===== config.mk =====
export PLATFORM = sky130hd
export DESIGN_NAME = xta_unit
export DESIGN_NICKNAME = d
export VERILOG_FILES = /design/src/rtl/xta_pkg.sv /design/src/rtl/xta_decode.sv /design/src/rtl/xta_sum.sv /design/src/rtl/xta_seq.sv /design/src/rtl/xta_unit.sv
export SDC_FILE = /design/constraint.sdc
export NUM_CORES = 1
export LEC_CHECK = 0
export ABC_AREA = 1
export BUFFER_PORTS_ARGS = -buffer_cell sky130_fd_sc_hd__clkbuf_2
export CORE_MARGIN = 2
export CORE_UTILIZATION = 40
export DETAILED_ROUTE_END_ITERATION = 8
export GPL_ROUTABILITY_DRIVEN = 0
export PLACE_DENSITY = 0.75
export SLEW_MARGIN = 15
export SYNTH_ARGS = -nofsm -noshare
export SYNTH_HDL_FRONTEND = slang
export SYNTH_SLANG_ARGS = --single-unit

===== constraint.sdc =====
create_clock -name clk -period 2.9 [get_ports clk]
set_clock_uncertainty 0.15 [all_clocks]
set_input_delay 0 -clock clk [delete_from_list [all_inputs] [get_ports clk]]
set_output_delay 0 -clock clk [all_outputs]
set_load 0.05 [all_outputs]

===== src/rtl/xta_pkg.sv =====
package xta_pkg;
  localparam int FLD_W     = 26;
  localparam int DISP_W    = 12;
  localparam int LONG_W    = 20;
  localparam int LEG_W     = 15;
  localparam int SHORT_LEN = 3;

  typedef struct packed {
    logic n;
    logic i;
    logic x;
    logic b;
    logic p;
    logic e;
  } xta_flags_t;

  typedef enum logic [1:0] {
    ST_IDLE = 2'd0,
    ST_REQ  = 2'd1,
    ST_WAIT = 2'd2,
    ST_DONE = 2'd3
  } xta_state_t;
endpackage


===== src/rtl/xta_decode.sv =====
module xta_decode
  import xta_pkg::*;
(
  input  logic [FLD_W-1:0]  ifld,
  output xta_flags_t        flg,
  output logic              legacy,
  output logic              len4,
  output logic              bad,
  output logic              imm,
  output logic              ind,
  output logic [DISP_W-1:0] disp,
  output logic [LONG_W-1:0] longa,
  output logic [LEG_W-1:0]  leg
);
  always_comb begin
    flg    = ifld[FLD_W-1 -: 6];
    legacy = !flg.n && !flg.i;
    len4   = flg.e && !legacy;
    bad    = !legacy && ((flg.b && flg.p) || (flg.e && (flg.b || flg.p)));
    imm    = flg.i && !flg.n;
    ind    = flg.n && !flg.i;
    disp   = ifld[LONG_W-1 -: DISP_W];
    longa  = ifld[LONG_W-1:0];
    leg    = ifld[LONG_W+2 -: LEG_W];
  end
endmodule


===== src/rtl/xta_sum.sv =====
module xta_sum
  import xta_pkg::*;
#(
  parameter int ADDR_W = 20
) (
  input  xta_flags_t        flg,
  input  logic              legacy,
  input  logic [DISP_W-1:0] disp,
  input  logic [LONG_W-1:0] longa,
  input  logic [LEG_W-1:0]  leg,
  input  logic [ADDR_W-1:0] pc,
  input  logic [ADDR_W-1:0] breg,
  input  logic [ADDR_W-1:0] xreg,
  output logic [ADDR_W-1:0] ta
);
  logic [ADDR_W-1:0] base, offs, idx;

  always_comb begin
    idx = flg.x ? xreg : '0;
    if (legacy) begin
      base = '0;
      offs = ADDR_W'(leg);
    end else if (flg.e) begin
      base = '0;
      offs = ADDR_W'(longa);
    end else if (flg.p) begin
      base = pc + ADDR_W'(SHORT_LEN);
      offs = ADDR_W'($signed(disp));
    end else if (flg.b) begin
      base = breg;
      offs = ADDR_W'(disp);
    end else begin
      base = '0;
      offs = ADDR_W'(disp);
    end
    ta = base + offs + idx;
  end
endmodule


===== src/rtl/xta_seq.sv =====
module xta_seq
  import xta_pkg::*;
#(
  parameter int ADDR_W = 20
) (
  input  logic              clk,
  input  logic              rst,
  input  logic              in_valid,
  output logic              in_ready,
  input  logic              len4,
  input  logic              bad,
  input  logic              imm,
  input  logic              ind,
  input  logic [ADDR_W-1:0] ta,
  output logic              mem_req_valid,
  input  logic              mem_req_ready,
  output logic [ADDR_W-1:0] mem_req_addr,
  input  logic              mem_rsp_valid,
  input  logic [ADDR_W-1:0] mem_rsp_data,
  output logic              out_valid,
  input  logic              out_ready,
  output logic              out_len4,
  output logic [ADDR_W-1:0] out_ta,
  output logic [ADDR_W-1:0] out_eff,
  output logic              out_imm,
  output logic              out_ind,
  output logic              out_bad
);
  xta_state_t        state;
  logic [ADDR_W-1:0] ta_q, eff_q;
  logic              len4_q, imm_q, ind_q, bad_q;

  always_ff @(posedge clk) begin
    if (rst) begin
      state  <= ST_IDLE;
      ta_q   <= '0;
      eff_q  <= '0;
      len4_q <= 1'b0;
      imm_q  <= 1'b0;
      ind_q  <= 1'b0;
      bad_q  <= 1'b0;
    end else begin
      case (state)
        ST_IDLE: if (in_valid) begin
          len4_q <= len4;
          bad_q  <= bad;
          imm_q  <= imm && !bad;
          ind_q  <= ind && !bad;
          ta_q   <= bad ? '0 : ta;
          eff_q  <= bad ? '0 : ta;
          state  <= (ind && !bad) ? ST_REQ : ST_DONE;
        end
        ST_REQ:  if (mem_req_ready) state <= ST_WAIT;
        ST_WAIT: if (mem_rsp_valid) begin
          eff_q <= mem_rsp_data;
          state <= ST_DONE;
        end
        ST_DONE: if (out_ready) state <= ST_IDLE;
        default: state <= ST_IDLE;
      endcase
    end
  end

  assign in_ready      = (state == ST_IDLE);
  assign mem_req_valid = (state == ST_REQ);
  assign mem_req_addr  = ta_q;
  assign out_valid     = (state == ST_DONE);
  assign out_len4      = len4_q;
  assign out_ta        = ta_q;
  assign out_eff       = eff_q;
  assign out_imm       = imm_q;
  assign out_ind       = ind_q;
  assign out_bad       = bad_q;
endmodule


===== src/rtl/xta_unit.sv =====
module xta_unit
  import xta_pkg::*;
#(
  parameter int ADDR_W = 20
) (
  input  logic              clk,
  input  logic              rst,
  input  logic              in_valid,
  output logic              in_ready,
  input  logic [FLD_W-1:0]  ifld,
  input  logic [ADDR_W-1:0] pc,
  input  logic [ADDR_W-1:0] breg,
  input  logic [ADDR_W-1:0] xreg,
  output logic              mem_req_valid,
  input  logic              mem_req_ready,
  output logic [ADDR_W-1:0] mem_req_addr,
  input  logic              mem_rsp_valid,
  input  logic [ADDR_W-1:0] mem_rsp_data,
  output logic              out_valid,
  input  logic              out_ready,
  output logic              out_len4,
  output logic [ADDR_W-1:0] out_ta,
  output logic [ADDR_W-1:0] out_eff,
  output logic              out_imm,
  output logic              out_ind,
  output logic              out_bad
);
  xta_flags_t        flg;
  logic              legacy, len4, bad, imm, ind;
  logic [DISP_W-1:0] disp;
  logic [LONG_W-1:0] longa;
  logic [LEG_W-1:0]  leg;
  logic [ADDR_W-1:0] ta;

  xta_decode u_dec (
    .ifld(ifld), .flg(flg), .legacy(legacy), .len4(len4), .bad(bad),
    .imm(imm), .ind(ind), .disp(disp), .longa(longa), .leg(leg)
  );

  xta_sum #(.ADDR_W(ADDR_W)) u_sum (
    .flg(flg), .legacy(legacy), .disp(disp), .longa(longa), .leg(leg),
    .pc(pc), .breg(breg), .xreg(xreg), .ta(ta)
  );

  xta_seq #(.ADDR_W(ADDR_W)) u_seq (
    .clk(clk), .rst(rst), .in_valid(in_valid), .in_ready(in_ready),
    .len4(len4), .bad(bad), .imm(imm), .ind(ind), .ta(ta),
    .mem_req_valid(mem_req_valid), .mem_req_ready(mem_req_ready),
    .mem_req_addr(mem_req_addr), .mem_rsp_valid(mem_rsp_valid),
    .mem_rsp_data(mem_rsp_data), .out_valid(out_valid), .out_ready(out_ready),
    .out_len4(out_len4), .out_ta(out_ta), .out_eff(out_eff),
    .out_imm(out_imm), .out_ind(out_ind), .out_bad(out_bad)
  );
endmodule


# --- Yosys cells after proc, flatten, opt, wreduce, memory -nomap -nowiden ---
# Index checks and enable logic that the tools add are counted.
classes:
  eq_ne: 7
  add_sub_neg: 3
  mux: 18
  n_reduce_logical: 20
ops:
  columns: ["cell", "count"]
  rows:
  - ["20-bit 2-to-1 mux", 11]
  - ["20-bit adder", 2]
  - ["20-bit one-hot mux with 2 select lines", 1]
  - ["20-bit by 2-bit adder with 20-bit output (second input constant)", 1]
  - ["2-bit 2-to-1 mux", 5]
  - ["1-bit logical AND", 9]
  - ["2-bit one-hot mux with 4 select lines", 1]
  - ["2-bit == test (second input constant)", 2]
  - ["1-bit zero test", 4]
  - ["2-bit by 1-bit != test with 1-bit output (second input constant)", 2]
  - ["2-bit != test (second input constant)", 2]
  - ["4-bit AND reduction", 1]
  - ["3-bit AND reduction", 1]
  - ["2-bit by 1-bit == test with 1-bit output (second input constant)", 1]
  - ["2-bit zero test", 1]
  - ["1-bit logical OR", 2]
  - ["2-bit AND reduction", 1]
  - ["2-bit nonzero test", 1]
word_totals:
  out_inout_bits: 67
  regBits: 46

# --- Logic depth before layout (Yosys ltp) ---
# Gate-level depths: netlist of run 1.
depth:
  ltp_word: 9
  ltp_mapped: 28
  depth_no_buf: 28

# --- Hierarchy ---
# Synthesis of run 1 repeated with hierarchy kept, for this count alone.
unflattened:
  hier_cells: 838
  area_unflattened_um2: 5345.1
by_module_without_submodules:
  columns: ["mod", "area_per_inst_um2", "cells_each", "n_inst"]
  rows:
  - ["xta_sum", 2663.8, 460, 1]
  - ["xta_seq", 2223.4, 312, 1]
  - ["xta_decode", 457.9, 66, 1]

# --- Worst setup path before layout of run 1 ---
# OpenSTA, ideal clock, no wires.
synth_timing:
  kind: "in2reg"
  startpoint: "input port ifld[24]"
  endpoint: "register u_seq.eff_q[13], in the netlist u_seq.out_eff[13]"
  t_arrival_ns: 2.938
  path_slack_ns: -0.256
  setup_ns: 0.068
  cell_stages: 22
  n_path_buf: 1
  path_cell_list: "inv_1 nand2_2 inv_2 nor2_4 inv_1 clkbuf_1 nor2_1 fa_1 ha_1 fa_1 nor3b_2 nor2_2 inv_2 nand2_1 nand2_2 nand2_1 inv_2 o21ai_1 nand3_1 nand2_1 nand2_1 a21oi_2"
synth_via:
  elab_chain_len: 8
  elab_cells_between_ends: 11
  cone_classes: "add/sub (2); mux (5); reduce/logical (4)"
synth_lines:
  columns: ["element", "line_no", "rtl"]
  rows:
  - ["start: declaration", "xta_unit.sv:10", "input logic [FLD_W-1:0] ifld,"]
  - ["1-bit zero test *", "xta_decode.sv:17", "legacy = !flg.n && !flg.i;"]
  - ["1-bit logical AND *", "xta_decode.sv:17", null]
  - ["20-bit 2-to-1 mux", "xta_sum.sv:20", "if (legacy) begin"]
  - ["20-bit adder (2 in a row)", "xta_sum.sv:36", "ta = base + offs + idx;"]
  - ["20-bit 2-to-1 mux *", "xta_seq.sv:50", "eff_q <= bad ? '0 : ta;"]
  - ["20-bit 2-to-1 mux *", "xta_seq.sv:44", "ST_IDLE: if (in_valid) begin"]
  - ["20-bit one-hot mux with 2 select lines *", "xta_seq.sv:43", "case (state)"]
  - ["end signal: assignment", "xta_seq.sv:50", null]
  - ["end signal: assignment", "xta_seq.sv:55", "eff_q <= mem_rsp_data;"]
  - ["end: declaration", "xta_seq.sv:30", "logic [ADDR_W-1:0] ta_q, eff_q;"]
# Every way passes the cells marked *; elsewhere a longest branch is shown, timed or not. The select of a mux whose other input is x is not followed.
# A chain may end at the register's enable or synchronous reset.

# --- Final worst setup path of run 1 ---
layout_timing:
  startpoint: "input port pc[0]"
  endpoint: "register u_seq.eff_q[19], in the netlist u_seq.out_eff[19]"
layout_via:
  elab_chain_len: 9
layout_lines:
  columns: ["element", "line_no", "rtl"]
  rows:
  - ["start: declaration", "xta_unit.sv:11", "input logic [ADDR_W-1:0] pc,"]
  - ["20-bit by 2-bit adder with 20-bit output", "xta_sum.sv:27", "base = pc + ADDR_W'(SHORT_LEN);"]
  - ["20-bit 2-to-1 mux", "xta_sum.sv:26", "end else if (flg.p) begin"]
  - ["20-bit 2-to-1 mux", "xta_sum.sv:23", "end else if (flg.e) begin"]
  - ["20-bit 2-to-1 mux", "xta_sum.sv:20", null]
  - ["20-bit adder (2 in a row)", "xta_sum.sv:36", null]
  - ["20-bit 2-to-1 mux", "xta_seq.sv:50", null]
  - ["20-bit 2-to-1 mux", "xta_seq.sv:44", null]
  - ["20-bit one-hot mux with 2 select lines", "xta_seq.sv:43", null]
# No other way between the ends. The select of a mux whose other input is x is not followed.

==> results of run 1 <==
## how the worst max path moves through the flow
stage	startpoint	end	slack, ns	cells after the start
finish	pc[0]	u_seq.out_eff[19]	-0.44	27
global route	pc[0]	u_seq.out_eff[18]	-0.61	21
CTS	pc[0]	u_seq.out_eff[19]	-0.34	27
detailed placement	pc[0]	u_seq.out_eff[19]	-0.71	27
global placement	pc[0]	u_seq.out_eff[18]	-0.55	22
floorplan	pc[0]	u_seq.out_eff[19]	-0.09	26
## report_power, final
part / internal, mW / switching (mW) / total [mW]
sequential: 0.852 / 0.151 / 1.00
combinational: 1.25 / 2.60 / 3.85
clock: 0.518 / 0.250 / 0.767
## metrics by stage
step	TNS, ns	hold slack, ns	total power, mW
after floorplan	-0.209	0.0135	3.45
after global placement	-10.37	0.124	4.28
after detailed placement	-12.15	0.133	4.32
after CTS	-4.57	0.000349	5.33
after global routing	-10.80	0.0169	5.93
final	-6.92	-0.00000691	5.62
## registers in the layout, indices dropped and copies added, names as in the netlist
signal and count:
u_seq.mem_req_addr 20, u_seq.out_eff 20, u_seq.state 2, u_seq.out_bad 1
u_seq.out_imm 1, u_seq.out_ind 1, u_seq.out_len4 1
## layer usage
layer | part of all wire | up-vias | wire [um]
li1 | - | 2910 | -
met1 | 0.39 | 2823 | 6670
met2 | 0.51 | 267 | 8810
met3 | 0.056 | 65 | 970
met4 | 0.043 | 0 | 738
met5 | 0 | - | 0
## kinds of logic after synthesis
logic type                 Yosys count  synth area share
and+or+nand+nor                    296             0.276
buffers and inverters              138             0.132
AOI/OAI and AO/OA                  194             0.231
DFF                                 46             0.196
adders and majority gates           43             0.146
xor gates and xnor gates            10            0.0186
## what timing repair did
action / CTS / global route
setup endpoints to repair: 23 / 30
setup buffers: 21 / 11
hold buffers: 20 / 0
endpoints found under the hold margin: 20 / 0
gates resized for setup: 69 / 67
pin swaps: 35 / 50
## area by class of cell
type | count | area share
Multi-Input combinational cell | 543 | 0.509
Timing Repair Buffer | 314 | 0.270
Sequential cell | 46 | 0.123
Inverter | 90 | 0.0482
Tap cell | 143 | 0.0239
Clock buffer | 6 | 0.0186
Clock inverter | 2 | 0.00803
## critical path, cell delays in order
cell	delay, ns
clkbuf_16	0.12
inv_12	0.03
ha_4	0.15
inv_2	0.05
nand4_1	0.14
nor2_2	0.20
nand3_4	0.15
nor2_4	0.15
nand2_2	0.08
nor3_2	0.20
xor2_1	0.22
o21ai_2	0.09
fa_1	0.55
inv_2	0.05
ha_4	0.28
nand2_4	0.06
nor2_4	0.11
nand2_1	0.07
inv_2	0.06
nand4_1	0.12
nand3_2	0.13
inv_2	0.04
nand3_2	0.05
nand3_2	0.08
nand2_1	0.08
nand2_1	0.06
a21oi_2	0.10
## cell usage in the layout, fill, tap and decap left out, types with 3 or more instances in the layout
cell	count
o21ai_0	51
nand3_2	7
nand4_1	10
dfxtp_1	46
a21o_1	3
ha_4	15
fa_1	18
a21oi_4	4
buf_6	4
nand3_1	18
nand2_1	164
a21oi_1	63
dlygate4sd3_1	20
o21ai_1	12
nor2_2	11
a21boi_4	3
xnor2_1	4
clkbuf_2	176
inv_2	18
o211ai_1	5
inv_1	68
a21oi_2	29
ha_1	8
xor2_1	4
clkbuf_16	6
o21ai_2	7
buf_4	111
nand2_2	20
nor2_1	35
nand2_4	9
nor2_4	9
==> metrics.yaml, run 1 <==
layout:
  antennaDiodeCount: 0
  final_cells: 1144
  multi_input_area_sq_um: 3810
  register_area_sq_um: 921
  design_area_sq_um: 7480
  drive_gt1_frac: 0.457
  syn2layout_area_growth_pct: 59.2
  post-route-util: 0.653
  fillers: 904
  nNetsFinal: 1155
logic_synthesis:
  synth_cells: 727
  synth_commonest_cells: "nand2_1, a21oi_1, inv_1, o21ai_0"
  syn_area_sq_um: 4700
  synth_edf_count: 0
  synth.distinct_cells: 50
  synth_nets: 882
  synth-seq-area-share: 0.196
  yosysTopAreaCellShare: 0.196
  synth_seq_cells: 46
  synth_most_common_cell: "nand2_1"
  yosysTopAreaCell: "dfxtp_1"
  syn_area_per_cell_sq_um: 6.47
  ys_top_cells_by_area: "dfxtp_1, nand2_1, a21oi_1"
  yosysWarnings: 0
  synthArstFlopShare: 0
  ys.flop_type: "dfxtp_1"
clock_network:
  htreeDepth: 2
  clock_latency_ns: 0.29
  clk_path_buf_depth: 2
  cts-root-buf: "clkbuf_16"
  cts_tree: "yes"
  path_clk_slew_ns: 0.06
  cts_buffers: 5
  clkSinkCount: 46
route:
  avgViaCountPerCell: 5.30
  routed_wl_um: 17200
  dr.pass1.iters: 5
  ant_nets: 0
  post-route-drc-count: 0
  num_vias: 6065
  wire_per_inst_um: 15.0
  drt_iter0_drc: 482
timing:
  fin_crit_sh: 1.15
  hold_viol: 1
  holdWs_ns: -0.00000691
  setup_violations: 23
  tightest_slew_ns: 0.700
  timing.fmax_mhz: 299
  fin_crit_ns: 3.34
  fin_ws_ns: -0.445
  max_slew_margin: 0.533
  finalMaxSlewViolations: 0
  rsz0062_at_grt: "true"
global_route:
  grt-busiest-layer: "met2"
  grt_usage: 0.257
  grt.met1_usage: 0.299
  use_met2: 0.469
  grt_max_degree: 32
  gr-total-overflow: 0
  grt_pass1_vias: 5870
  grt_first_pass_wirelength_um: 26600
  antenna_found_initial: 0
  grtUsageMet3: 0.0302
worst_setup_path:
  worstPathMaxFanout: 4
  worstSetupPathType: "input pin to register"
  r2r_end: "u_seq.out_eff[12]"
  reg2reg_from: "u_seq.state[0]"
  rr_worst_depth: 10
  crit_required_ns: 2.97
  cp-end-kind: "register"
  worst_ep_arrival_time_ns: 3.41
  start_kind: "input pin"
  regToRegSetupSlack_ns: 0.48
outcome:
  violations: "hold timing, setup timing"
  status: "finished, violations left"
die:
  coreArea_sq_um: 11500
  die_y_um: 112
  start_util: 0.410
  die_area_sq_um: 12600
  fp.dieW_um: 112
  ioPinCount: 179
  rows: 39
placed_design:
  dp_cells: 1092
  pre_cts_slack_ns: -0.712
  place_area_sq_um: 6330
  hpwl_um: 12400
  io_buffers: 178
min_path:
  holdPathEnd: "u_seq.out_eff[19]"
  hp-start: "mem_rsp_data[19]"
  hold_class: "input pin to register"
  holdPathStages: 5
pwr:
  power_leakage_nw: 3.87
  powerDensity_nw_per_um2: 751
  peakVddDrop_v: 0.000627
run:
  drv_cap: 0
Power figures use the tool's default switching activity.
==> run 2: changes to the inputs <==
--- a/config.mk
+++ b/config.mk
@@ -6,12 +6,12 @@
 export NUM_CORES = 1
 export LEC_CHECK = 0
 export ABC_AREA = 1
-export BUFFER_PORTS_ARGS = -buffer_cell sky130_fd_sc_hd__clkbuf_2
 export CORE_MARGIN = 2
 export CORE_UTILIZATION = 40
 export DETAILED_ROUTE_END_ITERATION = 8
+export DONT_BUFFER_PORTS = 1
 export GPL_ROUTABILITY_DRIVEN = 0
-export PLACE_DENSITY = 0.75
+export PLACE_DENSITY = 0.59
 export SLEW_MARGIN = 15
 export SYNTH_ARGS = -nofsm -noshare
 export SYNTH_HDL_FRONTEND = slang
==> constraint.sdc (replaced) <==
create_clock -name clk -period 3.5 [get_ports clk]
set_clock_uncertainty 0.15 [all_clocks]
set_input_delay 0 -clock clk [delete_from_list [all_inputs] [get_ports clk]]
set_output_delay 0 -clock clk [all_outputs]
set_load 0.05 [all_outputs]
==> run 2 against run 1 <==
Against the previous run:
- critical path type unchanged
- wire length fell by 16%
- via count down 19%
- global-route usage down 3.4 points
- the flow now finishes without violations
- sequential power increased by 55%
- worst setup slack gained 0.65 ns
- highest routed layer unchanged
- flip-flop and latch count unchanged
- critical path depth fell by 2
==> metrics.yaml, run 2 (synthesis gave the netlist of run 1 again) <==
layout:
  drive_gt1_frac: 0.132  # was 0.457
  nNetsFinal: 896  # was 1155
  most-common-layout-cells: "nand2_1, a21oi_1, inv_1"  # was clkbuf_2, nand2_1, buf_4
  final_cells: 885  # was 1144
  post-route-util: 0.469  # was 0.653
  antennaDiodeCount: 0  # unchanged
  syn2layout_area_growth_pct: 14.4  # was 59.2%
  final_common_cell: "nand2_1"  # was clkbuf_2
  design_area_sq_um: 5380  # was 7480 sq um
global_route:
  gr-total-overflow: 0  # unchanged
  antenna_found_initial: 0  # unchanged
  grt_usage: 0.223  # was 0.257
  grt_max_degree: 34  # was 32
  grt_pass1_vias: 4846  # was 5870
  grt_first_pass_wirelength_um: 23100  # was 26600 um
pwr:
  power_leakage_nw: 2.55  # was 3.87 nW
  peakVddDrop_v: 0.000590  # was 0.000627 V
  power_mw: 3.73  # was 5.62 mW
  powerDensity_nw_per_um2: 694  # was 751 nW/um^2
  seq_power_share: 0.416  # was 0.178
  p_sw_frac: 0.568  # was 0.534
  p_int_mw: 1.61  # was 2.62 mW
  combPwrFrac: 0.443  # was 0.685
  netSwitchingPower_mw: 2.12  # was 3.00 mW
  power_frac_clock: 0.141  # was 0.137
placed_design:
  hpwl_um: 11700  # was 12400 um
  io_buffers: 0  # was 178
  dp_cells: 842  # was 1092
  place_area_sq_um: 4750  # was 6330 sq um
  pre_cts_slack_ns: -0.175  # was -0.712 ns
die:
  die_y_um: 112  # unchanged
  start_util: 0.410  # unchanged
  fp.dieW_um: 112  # unchanged
  rows: 39  # unchanged
  ioPinCount: 179  # unchanged
  die_area_sq_um: 12600  # unchanged
  coreArea_sq_um: 11500  # unchanged
clock_network:
  cts_tree: "yes"  # unchanged
  clkSinkCount: 46  # unchanged
  htreeDepth: 2  # unchanged
  path_clk_slew_ns: 0.06  # about the same
  cts_buffers: 5  # unchanged
  clk_path_buf_depth: 2  # unchanged
  cts-root-buf: "clkbuf_16"  # unchanged
  clock_latency_ns: 0.28  # was 0.29 ns
timing:
  timing.fmax_mhz: 303
  hold_viol: 0  # was 1
  fin_crit_sh: 0.942
  holdWs_ns: 0.0200  # was -0.00000691 ns
  tightest_slew_ns: 1.01  # was 0.700 ns
  tns_ns: 0  # was -6.92 ns
  rsz0062_at_grt: "true"  # unchanged
  fin_ws_ns: 0.204  # was -0.445 ns
  setup_violations: 0  # was 23
  finalMaxSlewViolations: 0  # unchanged
  fin_crit_ns: 3.30
  max_slew_margin: 0.329  # was 0.533
worst_setup_path:
  start_kind: "input pin"  # unchanged
  cp-end-kind: "register"  # unchanged
  critPathTopFamily: "simple AND/OR/NAND/NOR gates"  # unchanged
  cp_slowest_cell: "fa_1"  # unchanged
  worst_ep_arrival_time_ns: 3.28  # was 3.41 ns
  slowest_delay_ns: 0.49  # was 0.55 ns
  worst-path-buf-inv: 5  # was 6
  crit_required_ns: 3.48  # was 2.97 ns
  regToRegSetupSlack_ns: 0.21  # was 0.48 ns
  worstSetupPathType: "input pin to register"  # unchanged
  worstPathMaxFanout: 5  # was 4
outcome:
  status: "finished clean"  # was finished, violations left
route:
  avgViaCountPerCell: 5.52  # was 5.30
  num_vias: 4883  # was 6065
  dr.pass1.iters: 5  # unchanged
  ant_nets: 0  # unchanged
  drt_iter0_drc: 288  # was 482
  routed_wl_um: 14500  # was 17200 um
  post-route-drc-count: 0  # unchanged
  wire_per_inst_um: 16.4  # was 15.0 um
run:
  drv_cap: 0  # unchanged
min_path:
  hold_class: "input pin to register"  # unchanged
[run 2: cell types whose count changed in the layout (fill, tap and decap cells not counted), sizes merged]
cell,delta
bufinv,-1
clkbuf,-177
dlygate4sd3,+10
buf,-91
[run 2: power by group through the flow]
stage	Sequential (mW)	Combinational [mW]	Clock (mW)
finish	1.55	1.65	0.527
global route	1.58	1.84	0.558
CTS	1.56	1.60	0.535
detailed placement	1.56	1.54	0
global placement	1.56	1.51	0
floorplan	1.38	1.43	0
[run 2: worst paths after layout]
check                                              end  cells past startpoint             startpoint
worst max register to register          u_seq.state[1]                      9         u_seq.state[0]
worst min-delay path            u_seq.mem_req_addr[19]                      6               ifld[21]
worst max-delay path                 u_seq.out_eff[18]                     25                  pc[1]
worst min register to register   u_seq.mem_req_addr[1]                      2  u_seq.mem_req_addr[1]
[run 2: final cells by class]
| class | count | area, sq um |
|---|---|---|
| fill | 1178 | 6090 |
| multi-input combinational | 543 | 3290 |
| sequential | 46 | 921 |
| timing repair buffer | 55 | 488 |
| inverter | 90 | 338 |
| tap | 143 | 179 |
| clock buffer | 7 | 133 |
| clock inverter | 1 | 30.0 |
[run 2: timing repair]
action	in CTS	in global routing
hold buffers	30	0
hold endpoints to repair	29	0
buffers inserted	0	5
setup endpoints to repair	0	8
resized for setup	0	30
[run 2: layer usage]
metal / vias up / part of all wire / track usage
li1: 2382 / - / -
met1: 2292 / 0.41 / 0.265
met2: 181 / 0.51 / 0.407
met3: 28 / 0.056 / 0.0400
met4: 0 / 0.027 / 0.0667
met5: - / 0 / 0
[run 2: worst reg2reg max path, delay by kind of cell (launching register included)]
kind | cells | cell delay, ns
flops | 1 | 0.34
compound gates | 3 | 0.62
fa+ha+maj | 1 | 0.33
buf+inv | 5 | 1.76
==> run 3: changes to the inputs <==
--- a/config.mk
+++ b/config.mk
@@ -11,6 +11,7 @@
 export DETAILED_ROUTE_END_ITERATION = 8
 export DONT_BUFFER_PORTS = 1
 export GPL_ROUTABILITY_DRIVEN = 0
+export MAX_ROUTING_LAYER = met4
 export PLACE_DENSITY = 0.59
 export SLEW_MARGIN = 15
 export SYNTH_ARGS = -nofsm -noshare
==> run 3 against run 2 <==
Against the previous run:
- first-iteration DRC count shrank 8.7%
- count of clock-buffer cells in the layout is the same
- global-route usage grew 0.69 points
- die area is the same
- combinational power is essentially flat
==> metrics.yaml, run 3 (synthesis gave the netlist of run 1 again) <==
outcome:
  status: "finished clean"  # unchanged
pwr:
  power_leakage_nw: 2.55  # unchanged
  power_mw: 3.74  # was 3.73 mW
  peakVddDrop_v: 0.000591  # was 0.000590 V
  powerDensity_nw_per_um2: 695  # was 694 nW/um^2
layout:
  final_cells: 885  # unchanged
  final_common_cell: "nand2_1"  # unchanged
  nNetsFinal: 896  # unchanged
  design_area_sq_um: 5380  # unchanged
  drive_gt1_frac: 0.132  # unchanged
  most-common-layout-cells: "nand2_1, a21oi_1, inv_1"  # unchanged
  fillers: 1178  # unchanged
  multi_input_area_sq_um: 3290  # unchanged
  post-route-util: 0.469  # unchanged
  register_area_sq_um: 921  # unchanged
  syn2layout_area_growth_pct: 14.4  # unchanged
  antennaDiodeCount: 0  # unchanged
timing:
  setup_violations: 0  # unchanged
  fin_crit_ns: 3.29  # was 3.30 ns
  max_slew_margin: 0.329  # about the same
  tns_ns: 0  # unchanged
  tightest_slew_ns: 1.00  # was 1.01 ns
  fin_crit_sh: 0.941  # was 0.942
  holdWs_ns: 0.0255  # was 0.0200 ns
  rsz0062_at_grt: "true"  # unchanged
  finalMaxSlewViolations: 0  # unchanged
  fin_ws_ns: 0.205  # was 0.204 ns
  hold_viol: 0  # unchanged
  timing.fmax_mhz: 304  # was 303 MHz
placed_design:
  dp_cells: 842  # unchanged
  io_buffers: 0  # unchanged
  hpwl_um: 11700  # unchanged
  place_area_sq_um: 4750  # unchanged
  pre_cts_slack_ns: -0.175  # unchanged
die:
  start_util: 0.410  # unchanged
  coreArea_sq_um: 11500  # unchanged
  rows: 39  # unchanged
  die_area_sq_um: 12600  # unchanged
  fp.dieW_um: 112  # unchanged
  ioPinCount: 179  # unchanged
  die_y_um: 112  # unchanged
global_route:
  grt_first_pass_wirelength_um: 23100  # about the same
  grt_usage: 0.230  # was 0.223
  gr-total-overflow: 0  # unchanged
  grt_max_degree: 34  # unchanged
  antenna_found_initial: 0  # unchanged
  grt_pass1_vias: 4838  # was 4846
worst_setup_path:
  rr_worst_depth: 9  # unchanged
  cp-startpoint: "pc[1]"  # unchanged
  worstSetupPathType: "input pin to register"  # unchanged
  worstPathMaxFanout: 5  # unchanged
  start_kind: "input pin"  # unchanged
  cp-endpoint: "u_seq.out_eff[18]"  # unchanged
  crit_required_ns: 3.48  # about the same
  cp-end-kind: "register"  # unchanged
  reg2reg_from: "u_seq.state[0]"  # unchanged
  worst_ep_arrival_time_ns: 3.28  # about the same
  r2r_end: "u_seq.state[1]"  # unchanged
  regToRegSetupSlack_ns: 0.21  # about the same
route:
  dr.pass1.iters: 7  # was 5
  wire_per_inst_um: 16.4  # about the same
  avgViaCountPerCell: 5.51  # was 5.52
  post-route-drc-count: 0  # unchanged
  routed_wl_um: 14500  # about the same
  drt_iter0_drc: 263  # was 288
  ant_nets: 0  # unchanged
  num_vias: 4877  # was 4883
min_path:
  hold_class: "input pin to register"  # unchanged
clock_network:
  clk_path_buf_depth: 2  # unchanged
  cts_tree: "yes"  # unchanged
  cts_buffers: 5  # unchanged
  htreeDepth: 2  # unchanged
  path_clk_slew_ns: 0.06  # about the same
  clock_latency_ns: 0.28  # about the same
  cts-root-buf: "clkbuf_16"  # unchanged
  clkSinkCount: 46  # unchanged
run:
  drv_cap: 0  # unchanged
-- run 3: cell counts in the layout (fill, tap and decap cells not counted) --
No cell type changed its count.
-- run 3: power by group --
part	leakage (nW)	total (mW)	switching, mW	internal [mW]
logic	2.09	1.66	1.09	0.569
registers	0.378	1.55	0.850	0.705
clock network	0.0781	0.526	0.188	0.338
total	2.55	3.74	2.12	1.61
-- run 3: worst max-delay path, stage by stage --
cell,delay [ns]
inv_1,0.03
buf_4,0.13
a21oi_4,0.16
nand2_2,0.10
nor2_4,0.16
nand2_2,0.08
nor2_2,0.10
inv_2,0.06
nor2_4,0.09
inv_2,0.05
nor3_2,0.20
a21oi_1,0.08
o21ai_1,0.07
nand2_1,0.09
fa_1,0.49
inv_1,0.06
ha_4,0.29
nand4_1,0.13
nor3_2,0.25
nand4_1,0.16
nand3_1,0.12
nand2_1,0.06
nand3_2,0.11
a21o_1,0.14
a21oi_2,0.05
-- run 3: how the worst min path moves through the flow --
stage,from,end,slack (ns),cells past startpoint
finish,ifld[21],u_seq.mem_req_addr[19],0.03,6
global route,ifld[21],u_seq.mem_req_addr[19],0.08,6
CTS,ifld[21],u_seq.mem_req_addr[19],0.007,7
detailed placement,rst,u_seq.out_eff[19],-0.08,1
global placement,rst,u_seq.out_eff[19],-0.08,1
floorplan,ifld[24],u_seq.out_imm,0.01,2
-- run 3: area by class of cell --
class                           instances  share of cell area
Clock inverter                          1             0.00558
Multi-Input combinational cell        543               0.612
Clock buffer                            7              0.0247
Timing Repair Buffer                   55              0.0907
Tap cell                              143              0.0333
Inverter                               90              0.0628
Sequential cell                        46               0.171
-- run 3: timing repair --
action	CTS	global route
resized for setup	0	30
hold buffers	30	0
endpoints found under the hold margin	29	0
setup endpoints to repair	0	8
buffers inserted	0	5
-- run 3: layer usage --
| layer | vias to the layer above | routed length, um | track usage |
|---|---|---|---|
| met5 | - | 0 | - |
| met4 | 0 | 388 | 0.0667 |
| met3 | 28 | 650 | 0.0313 |
| met2 | 157 | 7420 | 0.407 |
| met1 | 2308 | 6060 | 0.272 |
| li1 | 2384 | - | - |
